**src/rtl/tmr_pkg.sv**
```systemverilog
package tmr_pkg;
  // control word field positions
  localparam int unsigned CTL_PEND_BIT = 0;
  localparam int unsigned CTL_IE_BIT   = 1;
  localparam int unsigned CTL_CE_BIT   = 2;
  // register offsets inside one channel
  localparam int unsigned OFS_CTL = 0;
  localparam int unsigned OFS_CMP = 4;
  localparam int unsigned OFS_CNT = 8;
endpackage

```
**src/rtl/tmr_rst_sync.sv**
```systemverilog
module tmr_rst_sync #(
  parameter int unsigned STAGES = 2
) (
  input  logic clk,
  input  logic rst_n,
  output logic rst_n_sync
);
  logic [STAGES-1:0] sync_q;
  logic [STAGES-1:0] sync_d;

  always_comb begin
    sync_d = {sync_q[STAGES-2:0], 1'b1};
  end

  always_ff @(posedge clk or negedge rst_n) begin
    if (!rst_n) sync_q <= '0;
    else        sync_q <= sync_d;
  end

  assign rst_n_sync = sync_q[STAGES-1];
endmodule

```
**src/rtl/tmr_addr_dec.sv**
```systemverilog
module tmr_addr_dec
  import tmr_pkg::*;
#(
  parameter int unsigned ADDR_W = 8,
  parameter int unsigned BASE   = 8
) (
  input  logic [ADDR_W-1:0] addr,
  output logic              sel_ctl,
  output logic              sel_cmp,
  output logic              sel_cnt
);
  localparam logic [ADDR_W-1:0] A_CTL = ADDR_W'(BASE + OFS_CTL);
  localparam logic [ADDR_W-1:0] A_CMP = ADDR_W'(BASE + OFS_CMP);
  localparam logic [ADDR_W-1:0] A_CNT = ADDR_W'(BASE + OFS_CNT);

  always_comb begin
    sel_ctl = (addr == A_CTL);
    sel_cmp = (addr == A_CMP);
    sel_cnt = (addr == A_CNT);
  end

  // at most one register of a channel answers an address
  always_comb begin
    a_r2_one_reg: assert ($onehot0({sel_ctl, sel_cmp, sel_cnt}));
  end
endmodule

```
**src/rtl/tmr_channel.sv**
```systemverilog
module tmr_channel
  import tmr_pkg::*;
#(
  parameter int unsigned DW = 32
) (
  input  logic          clk,
  input  logic          rst_n,
  input  logic          wr_en,
  input  logic [DW-1:0] wdata,
  input  logic          sel_ctl,
  input  logic          sel_cmp,
  input  logic          sel_cnt,
  output logic [DW-1:0] rd_word,
  output logic          irq
);
  localparam logic [DW-1:0] ONE = DW'(1);

  logic [DW-1:0] cnt_q, cnt_d;
  logic [DW-1:0] cmp_q, cmp_d;
  logic          pend_q, pend_d;
  logic          ie_q, ie_d;
  logic          ce_q, ce_d;
  logic          ctl_wr, cmp_wr, cnt_wr;
  logic          clr_req, match;
  logic [DW-1:0] ctl_word;

  // next-state
  always_comb begin
    ctl_wr  = wr_en & sel_ctl;
    cmp_wr  = wr_en & sel_cmp;
    cnt_wr  = wr_en & sel_cnt;
    match   = ce_q & (cnt_q == cmp_q);
    clr_req = ctl_wr & wdata[CTL_PEND_BIT];

    ie_d    = ctl_wr ? wdata[CTL_IE_BIT] : ie_q;
    ce_d    = ctl_wr ? wdata[CTL_CE_BIT] : ce_q;
    cmp_d   = cmp_wr ? wdata : cmp_q;

    if (match)        pend_d = 1'b1;
    else if (clr_req) pend_d = 1'b0;
    else              pend_d = pend_q;

    if (cnt_wr)       cnt_d = wdata;
    else if (ce_q)    cnt_d = cnt_q + ONE;
    else              cnt_d = cnt_q;
  end

  // registers
  always_ff @(posedge clk or negedge rst_n) begin
    if (!rst_n) begin
      cnt_q  <= '0;
      cmp_q  <= '0;
      pend_q <= 1'b0;
      ie_q   <= 1'b0;
      ce_q   <= 1'b0;
    end else begin
      cnt_q  <= cnt_d;
      cmp_q  <= cmp_d;
      pend_q <= pend_d;
      ie_q   <= ie_d;
      ce_q   <= ce_d;
    end
  end

  always_comb begin
    ctl_word               = '0;
    ctl_word[CTL_PEND_BIT] = pend_q;
    ctl_word[CTL_IE_BIT]   = ie_q;
    ctl_word[CTL_CE_BIT]   = ce_q;
    if (sel_ctl)      rd_word = ctl_word;
    else if (sel_cmp) rd_word = cmp_q;
    else if (sel_cnt) rd_word = cnt_q;
    else              rd_word = '0;
  end

  assign irq = pend_q & ie_q;

  // counting follows the enable
  a_r3_count_step: assert property (@(posedge clk) disable iff (!rst_n)
    (ce_q && !cnt_wr) |=> (cnt_q == $past(cnt_q) + ONE));
  a_r3_count_hold: assert property (@(posedge clk) disable iff (!rst_n)
    (!ce_q && !cnt_wr) |=> $stable(cnt_q));
  // direct load
  a_r4_load: assert property (@(posedge clk) disable iff (!rst_n)
    cnt_wr |=> (cnt_q == $past(wdata)));
  // a match always leaves the flag set
  a_r7_match_wins: assert property (@(posedge clk) disable iff (!rst_n)
    match |=> pend_q);
  // clear works, and the flag holds without a clear
  a_r6_clear: assert property (@(posedge clk) disable iff (!rst_n)
    (clr_req && !match) |=> !pend_q);
  a_r6_hold: assert property (@(posedge clk) disable iff (!rst_n)
    (pend_q && !clr_req) |=> pend_q);
endmodule

```
**src/rtl/tmr_rd_mux.sv**
```systemverilog
module tmr_rd_mux #(
  parameter int unsigned DW     = 32,
  parameter int unsigned NUM_CH = 2
) (
  input  logic [NUM_CH-1:0][DW-1:0] words,
  output logic [DW-1:0]             rdata
);
  always_comb begin
    rdata = '0;
    for (int i = 0; i < NUM_CH; i++) rdata = rdata | words[i];
  end
endmodule

```
**src/rtl/dual_cmp_timer.sv**
```systemverilog
module dual_cmp_timer #(
  parameter int unsigned DW        = 32,
  parameter int unsigned ADDR_W    = 8,
  parameter int unsigned NUM_CH    = 2,
  parameter int unsigned CH_BASE   = 8,
  parameter int unsigned CH_STRIDE = 12
) (
  input  logic              clk,
  input  logic              rst_n,
  input  logic [ADDR_W-1:0] bus_addr,
  input  logic              bus_wr,
  input  logic [DW-1:0]     bus_wdata,
  output logic [DW-1:0]     bus_rdata,
  output logic [NUM_CH-1:0] irq
);
  logic                     rst_n_int;
  logic [NUM_CH-1:0][DW-1:0] ch_words;
  logic [NUM_CH-1:0]        ch_hit;

  tmr_rst_sync #(.STAGES(2)) u_rst (
    .clk       (clk),
    .rst_n     (rst_n),
    .rst_n_sync(rst_n_int)
  );

  for (genvar g = 0; g < NUM_CH; g++) begin : g_ch
    localparam int unsigned CB = CH_BASE + g * CH_STRIDE;
    logic s_ctl, s_cmp, s_cnt;

    tmr_addr_dec #(.ADDR_W(ADDR_W), .BASE(CB)) u_dec (
      .addr   (bus_addr),
      .sel_ctl(s_ctl),
      .sel_cmp(s_cmp),
      .sel_cnt(s_cnt)
    );

    tmr_channel #(.DW(DW)) u_ch (
      .clk    (clk),
      .rst_n  (rst_n_int),
      .wr_en  (bus_wr),
      .wdata  (bus_wdata),
      .sel_ctl(s_ctl),
      .sel_cmp(s_cmp),
      .sel_cnt(s_cnt),
      .rd_word(ch_words[g]),
      .irq    (irq[g])
    );

    assign ch_hit[g] = s_ctl | s_cmp | s_cnt;
  end

  tmr_rd_mux #(.DW(DW), .NUM_CH(NUM_CH)) u_mux (
    .words(ch_words),
    .rdata(bus_rdata)
  );

  // an address no channel claims reads zero
  a_r10_unmapped_zero: assert property (@(posedge clk) disable iff (!rst_n_int)
    (ch_hit == '0) |-> (bus_rdata == '0));
  // the channel windows never overlap
  a_r12_disjoint: assert property (@(posedge clk) disable iff (!rst_n_int)
    $onehot0(ch_hit));
endmodule

```
**config.mk**
```make
export PLATFORM = sky130hd
export DESIGN_NAME = dual_cmp_timer
export DESIGN_NICKNAME = d
export VERILOG_FILES = /design/src/rtl/tmr_pkg.sv /design/src/rtl/tmr_rst_sync.sv /design/src/rtl/tmr_addr_dec.sv /design/src/rtl/tmr_channel.sv /design/src/rtl/tmr_rd_mux.sv /design/src/rtl/dual_cmp_timer.sv
export SDC_FILE = /design/constraint.sdc
export NUM_CORES = 1
export LEC_CHECK = 0
export BUFFER_PORTS_ARGS = -buffer_cell sky130_fd_sc_hd__buf_2
export CORE_MARGIN = 2
export CORE_UTILIZATION = 60
export DETAILED_ROUTE_END_ITERATION = 12
export PLACE_DENSITY_LB_ADDON = 0.1
export REMOVE_ABC_BUFFERS = 1
export SLEW_MARGIN = 25
export SYNTH_ARGS = -nofsm -noshare
export SYNTH_HDL_FRONTEND = slang
export SYNTH_SLANG_ARGS = --single-unit
```
**constraint.sdc**
```tcl
create_clock -name clk -period 5.4 [get_ports clk]
set_input_delay 1.08 -clock clk [delete_from_list [all_inputs] [get_ports clk]]
set_output_delay 1.08 -clock clk [all_outputs]
set_load 0.02 [all_outputs]
```
======== Word level (Yosys, flattened, before mapping) ========
Index checks and enable logic that the tools add are counted.
operators by class
  add/sub/neg operators ................... 2
  eq/ne operators ......................... 8
  muxes and demuxes ....................... 14
  reduce and logical (&&, ||, !) cells .... 4
  bitwise gates (word level) .............. 13
operators with widths
  kind                                           count
  2-to-1 mux 32 bit                              10
  adder 32 x 1 -> 32 bit, second input constant  2
  == test 32 bit                                 2
  == test 8 x 5 -> 1 bit, second input constant  4
  OR 32 bit                                      1
  == test 8 x 4 -> 1 bit, second input constant  2
  AND 1 bit                                      12
  nonzero test 2 bit                             4
  2-to-1 mux 1 bit                               4
storage, ports and cells
  output and inout port bits .............. 34
  logic and storage cells ................. 52
  register bits ........................... 136
  input port bits ......................... 43

======== Longest topological paths before layout ========
Gate-level depths: netlist of the first run.
  depth after elaboration ................. 5
  depth in mapped cells ................... 8
  mapped depth without buffers ............ 7

======== By module ========
A second synthesis of the first run with hierarchy kept.
unflattened totals
  cells, all modules ...................... 1012
  area total of the unflattened synthesis .. 8623.3 sq um
by module, submodules not included
  module                        area an instance (sq um)  seq. area each (sq um)  cells an instance  times used
  tmr_channel                   4132.7                    1676.6                  482                2
  tmr_rd_mux                    200.2                     0.0                     32                 1
  tmr_addr_dec (g_ch[0].u_dec)  55.1                      0.0                     6                  1
  tmr_rst_sync                  53.8                      50.0                    3                  1
  tmr_addr_dec (g_ch[1].u_dec)  48.8                      0.0                     7                  1

======== Worst setup path after synthesis of the first run ========
No wires, ideal clock.
  kind .................................... input -> output
  start ................................... in bus_addr[1]
  end ..................................... out bus_rdata[2]
  path slack .............................. 1.666 ns
  path buffers ............................ 2
  data required time ...................... 4.320 ns
  data arrival time ....................... 2.654 ns
  stages .................................. 7
  cell sequence ........................... or4_4 nor2_1 and3b_1 clkbuf_1 clkbuf_1 a32oi_1 o21ai_0
on the way
  cells in the longest elaborated chain, start to end .. 5
  elaborated cells between the ends (all ways) .. 13
  classes of those cells .................. 6 x eq/ne; 6 x mux; 1 x bitwise
RTL lines
  element                 RTL line              RTL
  from (decl)             dual_cmp_timer.sv:10  input logic [ADDR_W-1:0] bus_addr,
  == test 8 x 5 -> 1 bit  tmr_addr_dec.sv:19    sel_cnt = (addr == A_CNT);
  2-to-1 mux 32 bit       tmr_channel.sv:72     else if (sel_cnt) rd_word = cnt_q;
  2-to-1 mux 32 bit       tmr_channel.sv:71     else if (sel_cmp) rd_word = cmp_q;
  2-to-1 mux 32 bit       tmr_channel.sv:70     if (sel_ctl) rd_word = ctl_word;
  OR 32 bit *             tmr_rd_mux.sv:10      for (int i = 0; i < NUM_CH; i++) rdata = rdata | words[i];
  to (decl)               dual_cmp_timer.sv:13  output logic [DW-1:0] bus_rdata,
Every way passes the cells marked *; elsewhere a longest branch is shown, timed or not.

======== Worst setup path in the final report of the first run ========
  start ................................... in bus_addr[4]
  end ..................................... out bus_rdata[9]
Same word-level chain as after synthesis.

==> results by group, run 1 <==
Worst hold path
  • Worst min-delay path category: register to register

Timing
  • Skew final: 0.007531 ns
  • Tightest Pin Transition: 1.050 ns
  • Worst slew margin: 0.2998
  • Unrepaired setup endpoints after global routing: false
  • Final setup vio count: 0
  • Period Utilization, post-route: 0.7571
  • Min Clock Period, post-route: just over 4 ns
  • Maximum clock rate: ~0.24 GHz
  • Setup_tns: 0 ns
  • Final Hold Vio Count: 0
  • Worst Slack Setup Final: about 1.3 ns
  • Slew Limit Fails: 0

Synth
  • Proportion of synthesized area in mux cells: 0.1508
  • Area of the mapped netlist: 7946 µm²
  • Flip-flop and latch count after synthesis: 136
  • Synth cell types: 43
  • Ys Warns: 0
  • Post-synthesis cell count: roughly 800
  • Adder-cell area share of the yosys netlist: 0.003149
  • Synth Area in XOR/XNOR: 0.1389
  • Synth Area in Simple Gates: 0.1524
  • Syn avg cell area: 9.871 µm²
  • Synth top area share: 0.4283
  • Synth Area in Compound Gates: 0.09369
  • Cell taking the most area after synthesis: dfrtp_1
  • Largest family of logic cells by synthesized area: simple AND/OR/NAND/NOR gates
  • Sequential fraction of the synthesis area: 0.4283
  • Area contributors post-synth: dfrtp_1, mux2_2, xnor2_1

Clock tree
  • Post_cts resized: 0
  • # H-tree levels: 4
  • Worst-case clock buffer depth: 2
  • CTS Buf Count: 17
  • Reg clk slew, reported paths: 0.05 ns
  • Worst-Skew Late Latency: between 0.4 and 0.5 ns
  • Postcts setup bufs: 0
  • Clock Tree Root: clkbuf_16
  • CTS sink count: 136
  • CTS tree: done
  • Hold-fix buffers at CTS: 0

Global route
  • Vias in the first global route: 6530
  • Total GRT Usage: 0.3254
  • Pin count of the biggest net entering global routing: 81
  • First-pass GRT wire length: between 30 and 40 mm
  • Total grt overflow: 0
  • Initial antenna violation count: 0

Final layout
  • Final Util: 0.6892
  • Most common cell after layout, fill and taps aside: dfrtp_1
  • Commonest non-fill, non-tap cells in the layout: dfrtp_1, mux2_2, nor2_1, buf_2, a21oi_1
  • Nets@finish: 905
  • Final std cells w/o fill: 1049
  • Ant. Diodes: 0
  • Area Growth Syn to Fin: 13.49%
  • Layout cell share with drive strength beyond 1: 0.2623

Setup path
  • Most used cell, CP: buf_2
  • Max incr delay on CP: 0.43 ns
  • CP arrival: 3.01 ns
  • Setup CP Type: input pin to output port
  • WP data required: 4.32 ns
  • Slowest cell on crit path: buf_2
  • Crit path cell chain: buf_2, inv_1, nor2_2, buf_4, a22oi_1, o21ai_0, buf_2
  • Crit-path max FO: 29
  • Crit path launch type: input pin
  • Worst setup EP type: output port

Place
  • Dpl ws: 0.9918 ns
  • # placed instances: 1017
  • Gpl congestion: 0.9047
  • Port bufs: 76
  • Placed wire-length estimate after detailed placement: 14.93 mm

Floorplanning
  • Die X: 119.1 µm
  • Starting Density: 0.6073
  • Die Span Y: roughly 120 µm
  • Core ar.: approximately 13000 µm²
  • Std-Cell Rows: 42
  • Top Ports: 77
  • DIE AREA: roughly 14000 µm²

Pwr
  • Leak: 0.003834 µW
  • Peak VDD IR: 0.0002717 V
  • PwrDens: 403.4 nW/µm²

Outcome
  • Status: completed

Job
  • Max-Cap Viols: 0

Routing
  • Starting DRT DRC Count: 685
  • Wire per inst: 21.23 µm
  • Routed vias/inst: 6.226
  • DR vias: 6531
  • Antenna-violating nets left: 0
  • Drt drc: 0
  • DR pass1 iterations: 6
  • Final WL: 22.27 mm
==> cell type report <==
type | count | area [µm²]
Multi-Input combinational cell | 614 | 4300
Fill cell | 1045 | 4066
Sequential cell | 136 | 3407
Clock buffer | 25 | 515.5
Timing Repair Buffer | 85 | 464.2
Tap cell | 176 | 220.2
Clock inverter | 7 | 88.84
Inverter | 6 | 22.52
==> worst max-delay path: cells and delay by family <==
family          cells  cell delay (ns)
compound gates      2             0.42
buf+inv             4             1.33
simple gates        1             0.15
==> stage by stage <==
stage	total power, µW	hold slack, ns	cell area, µm²
after floorplan	2117	0.3312	7712
after global placement	2397	0.3371	8408
after detailed placement	2433	0.3397	8408
after CTS	3625	0.3525	9012
after global routing	3798	0.3777	9019
final	3638	0.3501	9019
==> per-layer routing <==
metal / GRT usage / wire [µm] / vias up / share of wire
met4: 0.1555 / 860 / 0 / 0.039
li1: - / - / 2935 / -
met1: 0.4243 / 9253 / 3228 / 0.42
met3: 0.07423 / 1649 / 69 / 0.074
met2: 0.5154 / 10510 / 299 / 0.47
met5: 0 / 0 / - / 0
==> kinds of logic (layout without fill, tap and decap cells) <==
logic type | Yosys count | after routing
other | 1 | 1
DFF | 136 | 136
buffers and inverters | 55 | 123
muxes | 107 | 107
and+or+nand+nor | 247 | 247
adders and majority gates | 2 | 2
AOI/OAI and AO/OA | 131 | 131
xor gates and xnor gates | 126 | 126
==> path summary, 6_finish.rpt <==
kind / startpoint / to / slack (ns) / cells past startpoint
hold / removal: u_rst.sync_q[0]$_DFF_PN0_ / u_rst.sync_q[1]$_DFF_PN0_ / 0.35 / 0
hold reg to reg: u_rst.sync_q[0]$_DFF_PN0_ / u_rst.sync_q[1]$_DFF_PN0_ / 0.35 / 0
setup reg to reg: g_ch[1].u_ch.cnt_q[0]$_DFFE_PN0P_ / g_ch[1].u_ch.cnt_q[30]$_DFFE_PN0P_ / 2.66 / 7
min in group asynchronous: u_rst.sync_q[1]$_DFF_PN0_ / g_ch[1].u_ch.cnt_q[12]$_DFFE_PN0P_ / 0.39 / 0
setup / recovery: bus_addr[4] / bus_rdata[9] / 1.31 / 7
max in group asynchronous: u_rst.sync_q[1]$_DFF_PN0_ / g_ch[1].u_ch.ie_q$_DFFE_PN0P_ / 3.83 / 1
==> state kept, by name, summed over array words and instances, names as in the netlist <==
signal / count
u_rst.sync_q: 2
g_ch.u_ch.ce_q: 2
g_ch.u_ch.pend_q: 2
g_ch.u_ch.cnt_q: 64
g_ch.u_ch.ie_q: 2
g_ch.u_ch.cmp_q: 64
==> Yosys cell counts <==
library cell / n
dfrtp_1: 136
mux2_2: 101
nor2_1: 81
a21oi_1: 64
xnor2_1: 63
xor2_1: 63
nand2_1: 60
a22oi_1: 31
o21ai_0: 31
clkbuf_1: 25
nand3_1: 24
nand4_1: 20
and3_1: 15
nor3_1: 11
nor4_1: 10
buf_1: 9
buf_2: 6
inv_1: 6
buf_4: 5
mux2i_1: 5
and2_1: 4
and4_1: 4
or3_1: 4
buf_6: 3
ha_1: 2
nor4_2: 2
o22ai_1: 2
or2_0: 2
or4_4: 2
a31oi_1: 1
a32oi_1: 1
and3b_1: 1
clkbuf_2: 1
conb_1: 1
mux2_1: 1
nand3_2: 1
nor2b_1: 1
nor3_2: 1
nor3b_1: 1
nor3b_2: 1
nor3b_4: 1
o2bb2ai_1: 1
or2_2: 1
==> where the power goes <==
group          switching, µW  leakage, µW  internal (µW)  total (µW)
Sequential               343      0.00161           1210        1550
Combinational            470      0.00192            432         903
Clock                    434     0.000303            752        1190
Power figures use the tool's default switching activity.
==> inputs of run 2 (changes only) <==
==> constraint.sdc (replaced) <==
create_clock -name clk -period 3.8 [get_ports clk]
set_input_delay 0.76 -clock clk [delete_from_list [all_inputs] [get_ports clk]]
set_output_delay 0.76 -clock clk [all_outputs]
set_load 0.02 [all_outputs]
==> results by group, run 2 (synthesis gave the netlist of run 1 again) <==
Final layout
  • Top flop regs: g_ch.u_ch.cmp_q x64, g_ch.u_ch.cnt_q x64
  • Commonest non-fill, non-tap cells in the layout: dfrtp_1, mux2_2, nor2_1, buf_2, a21oi_1
  • Nets@finish: 914 (+0.99%)
  • Layout cell share with drive strength beyond 1: 0.2656 (+0.003293)
  • Final Util: 0.6945 (+0.005259)
  • Area Growth Syn to Fin: 14.36%
  • Ant. Diodes: 0 (unchanged)
  • Most common cell after layout, fill and taps aside: dfrtp_1

Clock tree
  • Reg clk slew, reported paths: 0.05 ns (about the same)
  • Worst-case clock buffer depth: 2 (unchanged)
  • Clock Tree Root: clkbuf_16
  • # H-tree levels: 4 (unchanged)
  • Hold-fix buffers at CTS: 0 (unchanged)
  • Postcts setup bufs: 0 (unchanged)
  • CTS tree: done
  • Post_cts resized: 0 (unchanged)
  • CTS sink count: 136 (unchanged)
  • CTS Buf Count: 17 (unchanged)
  • Worst-Skew Late Latency: 0.42 ns (about the same)

Floorplanning
  • Starting Density: 0.6073 (unchanged)
  • Std-Cell Rows: 42 (unchanged)
  • Core ar.: 13090 µm² (unchanged)
  • Top Ports: 77 (unchanged)
  • Die Span Y: 119.1 µm (unchanged)
  • DIE AREA: 14180 µm² (unchanged)
  • Die X: 119.1 µm (unchanged)

Place
  • Placed wire-length estimate after detailed placement: 14.99 mm (+0.41%)
  • Port bufs: 76 (unchanged)
  • Gpl congestion: 0.9302 (+2.8%)

Pwr
  • Net Sw Frac: 0.3397 (-0.003261)
  • Clk pwr share: 0.322 (-0.004)
  • PwrDens: 562.5 nW/µm² (+39%)
  • Combinational fraction of design power: 0.250 (+0.002)
  • Peak VDD IR: 0.0003344 V (+23%)
  • Sw power: 1736 µW (+39%)
  • Int Pwr: 3375 µW (+41%)
  • Reg power frac: 0.428 (+0.002)
  • Leak: 0.003864 µW (+0.79%)

Routing
  • Antenna-violating nets left: 0 (unchanged)
  • Final WL: 21.92 mm (-1.6%)
  • Starting DRT DRC Count: 507 (-26%)
  • Routed vias/inst: 6.099 (-2.0%)
  • Drt drc: 0 (unchanged)
  • DR pass1 iterations: 5 (-1)
  • DR vias: 6447 (-1.3%)
  • Wire per inst: 20.74 µm (-2.3%)

Setup path
  • R2R setup slack: 0.94 ns (-1.72 ns)
  • CP arrival: 2.58 ns (-0.43 ns)
  • Crit-path max FO: 29 (unchanged)
  • Setup CP Type: input pin to output port
  • WP data required: 3.04 ns (-1.28 ns)
  • Worst setup EP type: output port
  • Crit path launch type: input pin

Outcome
  • Status: completed

Timing
  • Final setup vio count: 0 (unchanged)
  • Slew Limit Fails: 0 (unchanged)
  • Maximum clock rate: approximately 0.3 GHz
  • Setup_tns: 0 ns (unchanged)
  • Min Clock Period, post-route: roughly 3.3 ns
  • Final Hold Vio Count: 0 (unchanged)
  • Period Utilization, post-route: 0.8784
  • Worst slew margin: 0.3542 (+0.05442)
  • Unrepaired setup endpoints after global routing: false
  • Skew final: 0.005438 ns (-0.002094 ns)
  • Tightest Pin Transition: 0.9607 ns (-0.08962 ns)

Global route
  • First-pass GRT wire length: 35.10 mm (-0.63%)
  • Vias in the first global route: 6521 (-0.14%)
  • Total grt overflow: 0 (unchanged)
  • Total GRT Usage: 0.3240 (-0.001457)
  • Initial antenna violation count: 0 (unchanged)
  • Pin count of the biggest net entering global routing: 76 (-6.2%)

Job
  • Max-Cap Viols: 0 (unchanged)

Worst hold path
  • Worst min-delay path category: input pin to asynchronous set/reset pin
[run 2: cell count changes in the layout (fill, tap and decap cells not counted), sizes merged]
cell	previous run	this run
clkinv	5	4
clkbuf	25	22
bufinv	2	3
clkinvlp	0	2
buf	85	94
[run 2: power groups by stage]
stage	Sequential, µW	Combinational [µW]	Clock [µW]
3_5_place_dp	2200	1240	0
2_1_floorplan	2080	929	0
4_1_cts	2180	1250	1660
5_1_grt	2230	1410	1730
3_3_place_gp	2190	1210	0
6_report	2190	1280	1650
[run 2: per-layer routing]
metal / vias up / share of wire / track usage
met5: - / 0 / 0
met4: 0 / 0.019 / 0.1153
met3: 40 / 0.070 / 0.07280
met2: 278 / 0.48 / 0.5187
met1: 3170 / 0.43 / 0.4353
li1: 2959 / - / -
[run 2: worst max-delay path, cell delays in order]
cell and delay, ns:
buf_2 0.54, inv_1 0.16, nor2_2 0.18, buf_12 0.23, a22oi_1 0.12, o21ai_0 0.32, buf_2 0.24
[run 2: area by class of cell]
| cell class | count | area, µm² |
|---|---|---|
| multi-input combinational | 614 | 4298 |
| fill | 1028 | 3998 |
| sequential | 136 | 3407 |
| timing repair buffer | 94 | 560.5 |
| clock buffer | 22 | 454.2 |
| tap | 176 | 220.2 |
| clock inverter | 9 | 125.1 |
| inverter | 6 | 22.52 |
[run 2: path summary, 6_finish.rpt]
path,end,depth (start not counted),start
min reg2reg,g_ch[0].u_ch.cnt_q[18]$_DFFE_PN0P_,0,u_rst.sync_q[1]$_DFF_PN0_
max,bus_rdata[8],7,bus_addr[4]
min,u_rst.sync_q[1]$_DFF_PN0_,1,rst_n
max reg2reg,g_ch[1].u_ch.cnt_q[30]$_DFFE_PN0P_,7,g_ch[1].u_ch.cnt_q[1]$_DFFE_PN0P_
min in group clk,u_rst.sync_q[1]$_DFF_PN0_,0,u_rst.sync_q[0]$_DFF_PN0_
max in group asynchronous,g_ch[0].u_ch.cmp_q[22]$_DFFE_PN0P_,2,u_rst.sync_q[1]$_DFF_PN0_
[run 2: stage by stage]
| step | total power, µW | cells | setup slack [ns] | hold WS [ns] | instance area (µm²) |
|---|---|---|---|---|---|
| CTS | 5098 | 1056 | 0.5046 | 0.1012 | 9060 |
| global route | 5370 | 1057 | 0.4239 | 0.09903 | 9087 |
| global placement | 3398 | 1025 | 0.5555 | 0.3372 | 8481 |
| finish | 5111 | 1057 | 0.4621 | 0.1124 | 9087 |
| detailed placement | 3440 | 1025 | 0.5047 | 0.3397 | 8481 |
| floorplan | 3009 | 756 | -0.3998 | 0.3312 | 7712 |
==> inputs of run 3 (changes only) <==
--- a/config.mk
+++ b/config.mk
@@ -5,10 +5,10 @@
 export SDC_FILE = /design/constraint.sdc
 export NUM_CORES = 1
 export LEC_CHECK = 0
-export BUFFER_PORTS_ARGS = -buffer_cell sky130_fd_sc_hd__buf_2
 export CORE_MARGIN = 2
-export CORE_UTILIZATION = 60
+export CORE_UTILIZATION = 64
 export DETAILED_ROUTE_END_ITERATION = 12
+export DONT_BUFFER_PORTS = 1
 export PLACE_DENSITY_LB_ADDON = 0.1
 export REMOVE_ABC_BUFFERS = 1
 export SLEW_MARGIN = 25
==> results by group, run 3 (synthesis gave the netlist of run 1 again) <==
Final layout
  • Most common cell after layout, fill and taps aside: dfrtp_1
  • Nets@finish: 865 (-5.4%)
  • Ant. Diodes: 0 (unchanged)
  • Top flop regs: g_ch.u_ch.cmp_q x64, g_ch.u_ch.cnt_q x64
  • Commonest non-fill, non-tap cells in the layout: dfrtp_1, mux2_2, nor2_1, a21oi_1
  • Final Util: 0.7310 (+0.03653)
  • Area Growth Syn to Fin: 10.96%
  • Layout cell share with drive strength beyond 1: 0.2190 (-0.04659)
  • Final instance area: 8817 µm² (-3.0%)
  • Final std cells w/o fill: 999 (-5.5%)

Setup path
  • Setup CP Type: input pin to output port
  • Worst flop-to-flop path endpoint: g_ch[1].u_ch.cnt_q[30]$_DFFE_PN0P_
  • R2R setup slack: 1.01 ns (+0.07 ns)
  • WP data required: 3.04 ns (about the same)
  • FF-to-FF Start: g_ch[1].u_ch.cnt_q[1]$_DFFE_PN0P_
  • Cells on worst reg2reg path: 7 (unchanged)
  • Worst setup EP type: output port
  • Crit-path max FO: 31 (+6.9%)
  • CP arrival: 2.49 ns (-0.09 ns)
  • Critical path origin: bus_addr[1]
  • CP endpoint: bus_rdata[20]
  • Crit path launch type: input pin

Timing
  • Hold Slack: 0.02463 ns (-0.08775 ns)
  • Unrepaired setup endpoints after global routing: false
  • Period Utilization, post-route: 0.8549 (-0.02347)
  • Final setup vio count: 0 (unchanged)
  • Worst slew margin: 0.3471 (-0.007073)
  • Final Hold Vio Count: 0 (unchanged)
  • Skew final: 0.008416 ns (+0.002978 ns)
  • Tightest Pin Transition: 0.9712 ns (+0.01052 ns)
  • Slew Limit Fails: 0 (unchanged)
  • Min Clock Period, post-route: 3.249 ns (-0.08920 ns)
  • Maximum clock rate: 0.3078 GHz (+2.7%)

Routing
  • Starting DRT DRC Count: 520 (+2.6%)
  • Drt drc: 0 (unchanged)
  • DR pass1 iterations: 5 (unchanged)
  • Routed vias/inst: 6.381 (+4.6%)
  • Final WL: 21.72 mm (-0.94%)
  • Antenna-violating nets left: 0 (unchanged)
  • DR vias: 6375 (-1.1%)
  • Wire per inst: 21.74 µm (+4.8%)

Worst hold path
  • Worst min-delay path category: input pin to asynchronous set/reset pin

Floorplanning
  • Die X: 115.4 µm (-3.1%)
  • Starting Density: 0.6588 (+0.05153)
  • Std-Cell Rows: 40 (-4.8%)
  • Core ar.: 12060 µm² (-7.8%)
  • Top Ports: 77 (unchanged)
  • DIE AREA: 13320 µm² (-6.0%)
  • Die Span Y: 115.4 µm (-3.1%)

Global route
  • First-pass GRT wire length: 34.47 mm (-1.8%)
  • Initial antenna violation count: 0 (unchanged)
  • Total GRT Usage: 0.3434 (+0.01944)
  • Pin count of the biggest net entering global routing: 78 (+2.6%)
  • Total grt overflow: 0 (unchanged)
  • Vias in the first global route: 6416 (-1.6%)

Clock tree
  • Worst-Skew Late Latency: 0.43 ns (about the same)
  • CTS Buf Count: 17 (unchanged)
  • Worst-case clock buffer depth: 2 (unchanged)
  • Postcts setup bufs: 0 (unchanged)
  • Reg clk slew, reported paths: 0.05 ns (about the same)
  • Post_cts resized: 0 (unchanged)
  • CTS sink count: 136 (unchanged)
  • # H-tree levels: 4 (unchanged)
  • Hold-fix buffers at CTS: 0 (unchanged)
  • Clock Tree Root: clkbuf_16
  • CTS tree: done

Job
  • Max-Cap Viols: 0 (unchanged)

Place
  • Port bufs: 0 (-100%)
  • # placed instances: 969 (-5.5%)
  • Placed wire-length estimate after detailed placement: 14.76 mm (-1.5%)
  • Dpl cell area: 8288 µm² (-2.3%)
  • Gpl congestion: 0.8854 (-4.8%)

Pwr
  • Leak: 0.003627 µW (-6.1%)
  • PwrDens: 556.8 nW/µm² (-1.0%)
  • Peak VDD IR: 0.0003451 V (+3.2%)
  • Power Total: 4910 µW (-3.9%)

Outcome
  • Status: completed
==> run 3: changes by cell type in the layout (fill, tap and decap cells not counted), sizes merged <==
| cell | previous run | this run |
|---|---|---|
| buf | 94 | 45 |
| clkinv | 4 | 1 |
| clkbuf | 22 | 28 |
| clkinvlp | 2 | 1 |
| bufinv | 3 | 0 |
==> run 3: worst min path at each step <==
stage | from | endpoint | slack [ns] | cells after the start
2_1_floorplan | u_rst.sync_q[0]$_DFF_PN0_ | u_rst.sync_q[1]$_DFF_PN0_ | 0.33 | 0
3_3_place_gp | u_rst.sync_q[0]$_DFF_PN0_ | u_rst.sync_q[1]$_DFF_PN0_ | 0.34 | 0
3_5_place_dp | u_rst.sync_q[0]$_DFF_PN0_ | u_rst.sync_q[1]$_DFF_PN0_ | 0.34 | 0
4_1_cts | rst_n | u_rst.sync_q[1]$_DFF_PN0_ | 0.01 | 0
5_1_grt | rst_n | u_rst.sync_q[1]$_DFF_PN0_ | 0.007 | 0
6_report | rst_n | u_rst.sync_q[1]$_DFF_PN0_ | 0.02 | 0
==> run 3: per-stage QoR <==
step	setup TNS [ns]	setup WS (ns)
after floorplan	-43.76	-0.3998
after global placement	0	0.6454
after detailed placement	0	0.5772
after CTS	0	0.5733
after global routing	0	0.4242
final	0	0.5513
==> run 3: worst max-delay path, stage by stage <==
cell and delay, ns:
or4_4 0.54, nor2_1 0.18, and3b_1 0.19, buf_4 0.39, nand2_1 0.09, o21ai_0 0.13
buf_4 0.20
==> run 3: routing by layer <==
layer	share of wire	wire, µm	global-route usage
met3	0.081	1765	0.09153
met4	0.034	742	0.1462
met2	0.47	10300	0.5329
met1	0.41	8906	0.4591
met5	0	0	0
==> run 3: cell type report <==
type | count | area, µm²
clock buffer | 28 | 516.7
clock inverter | 2 | 12.51
fill | 886 | 3244
inverter | 6 | 22.52
multi-input combinational | 614 | 4298
sequential | 136 | 3407
tap | 168 | 210.2
timing repair buffer | 45 | 350.3
==> run 3: power breakdown <==
part / switching [µW] / internal, µW
combinational: 614 / 602
sequential: 480 / 1720
clock: 587 / 911
total: 1680 / 3230
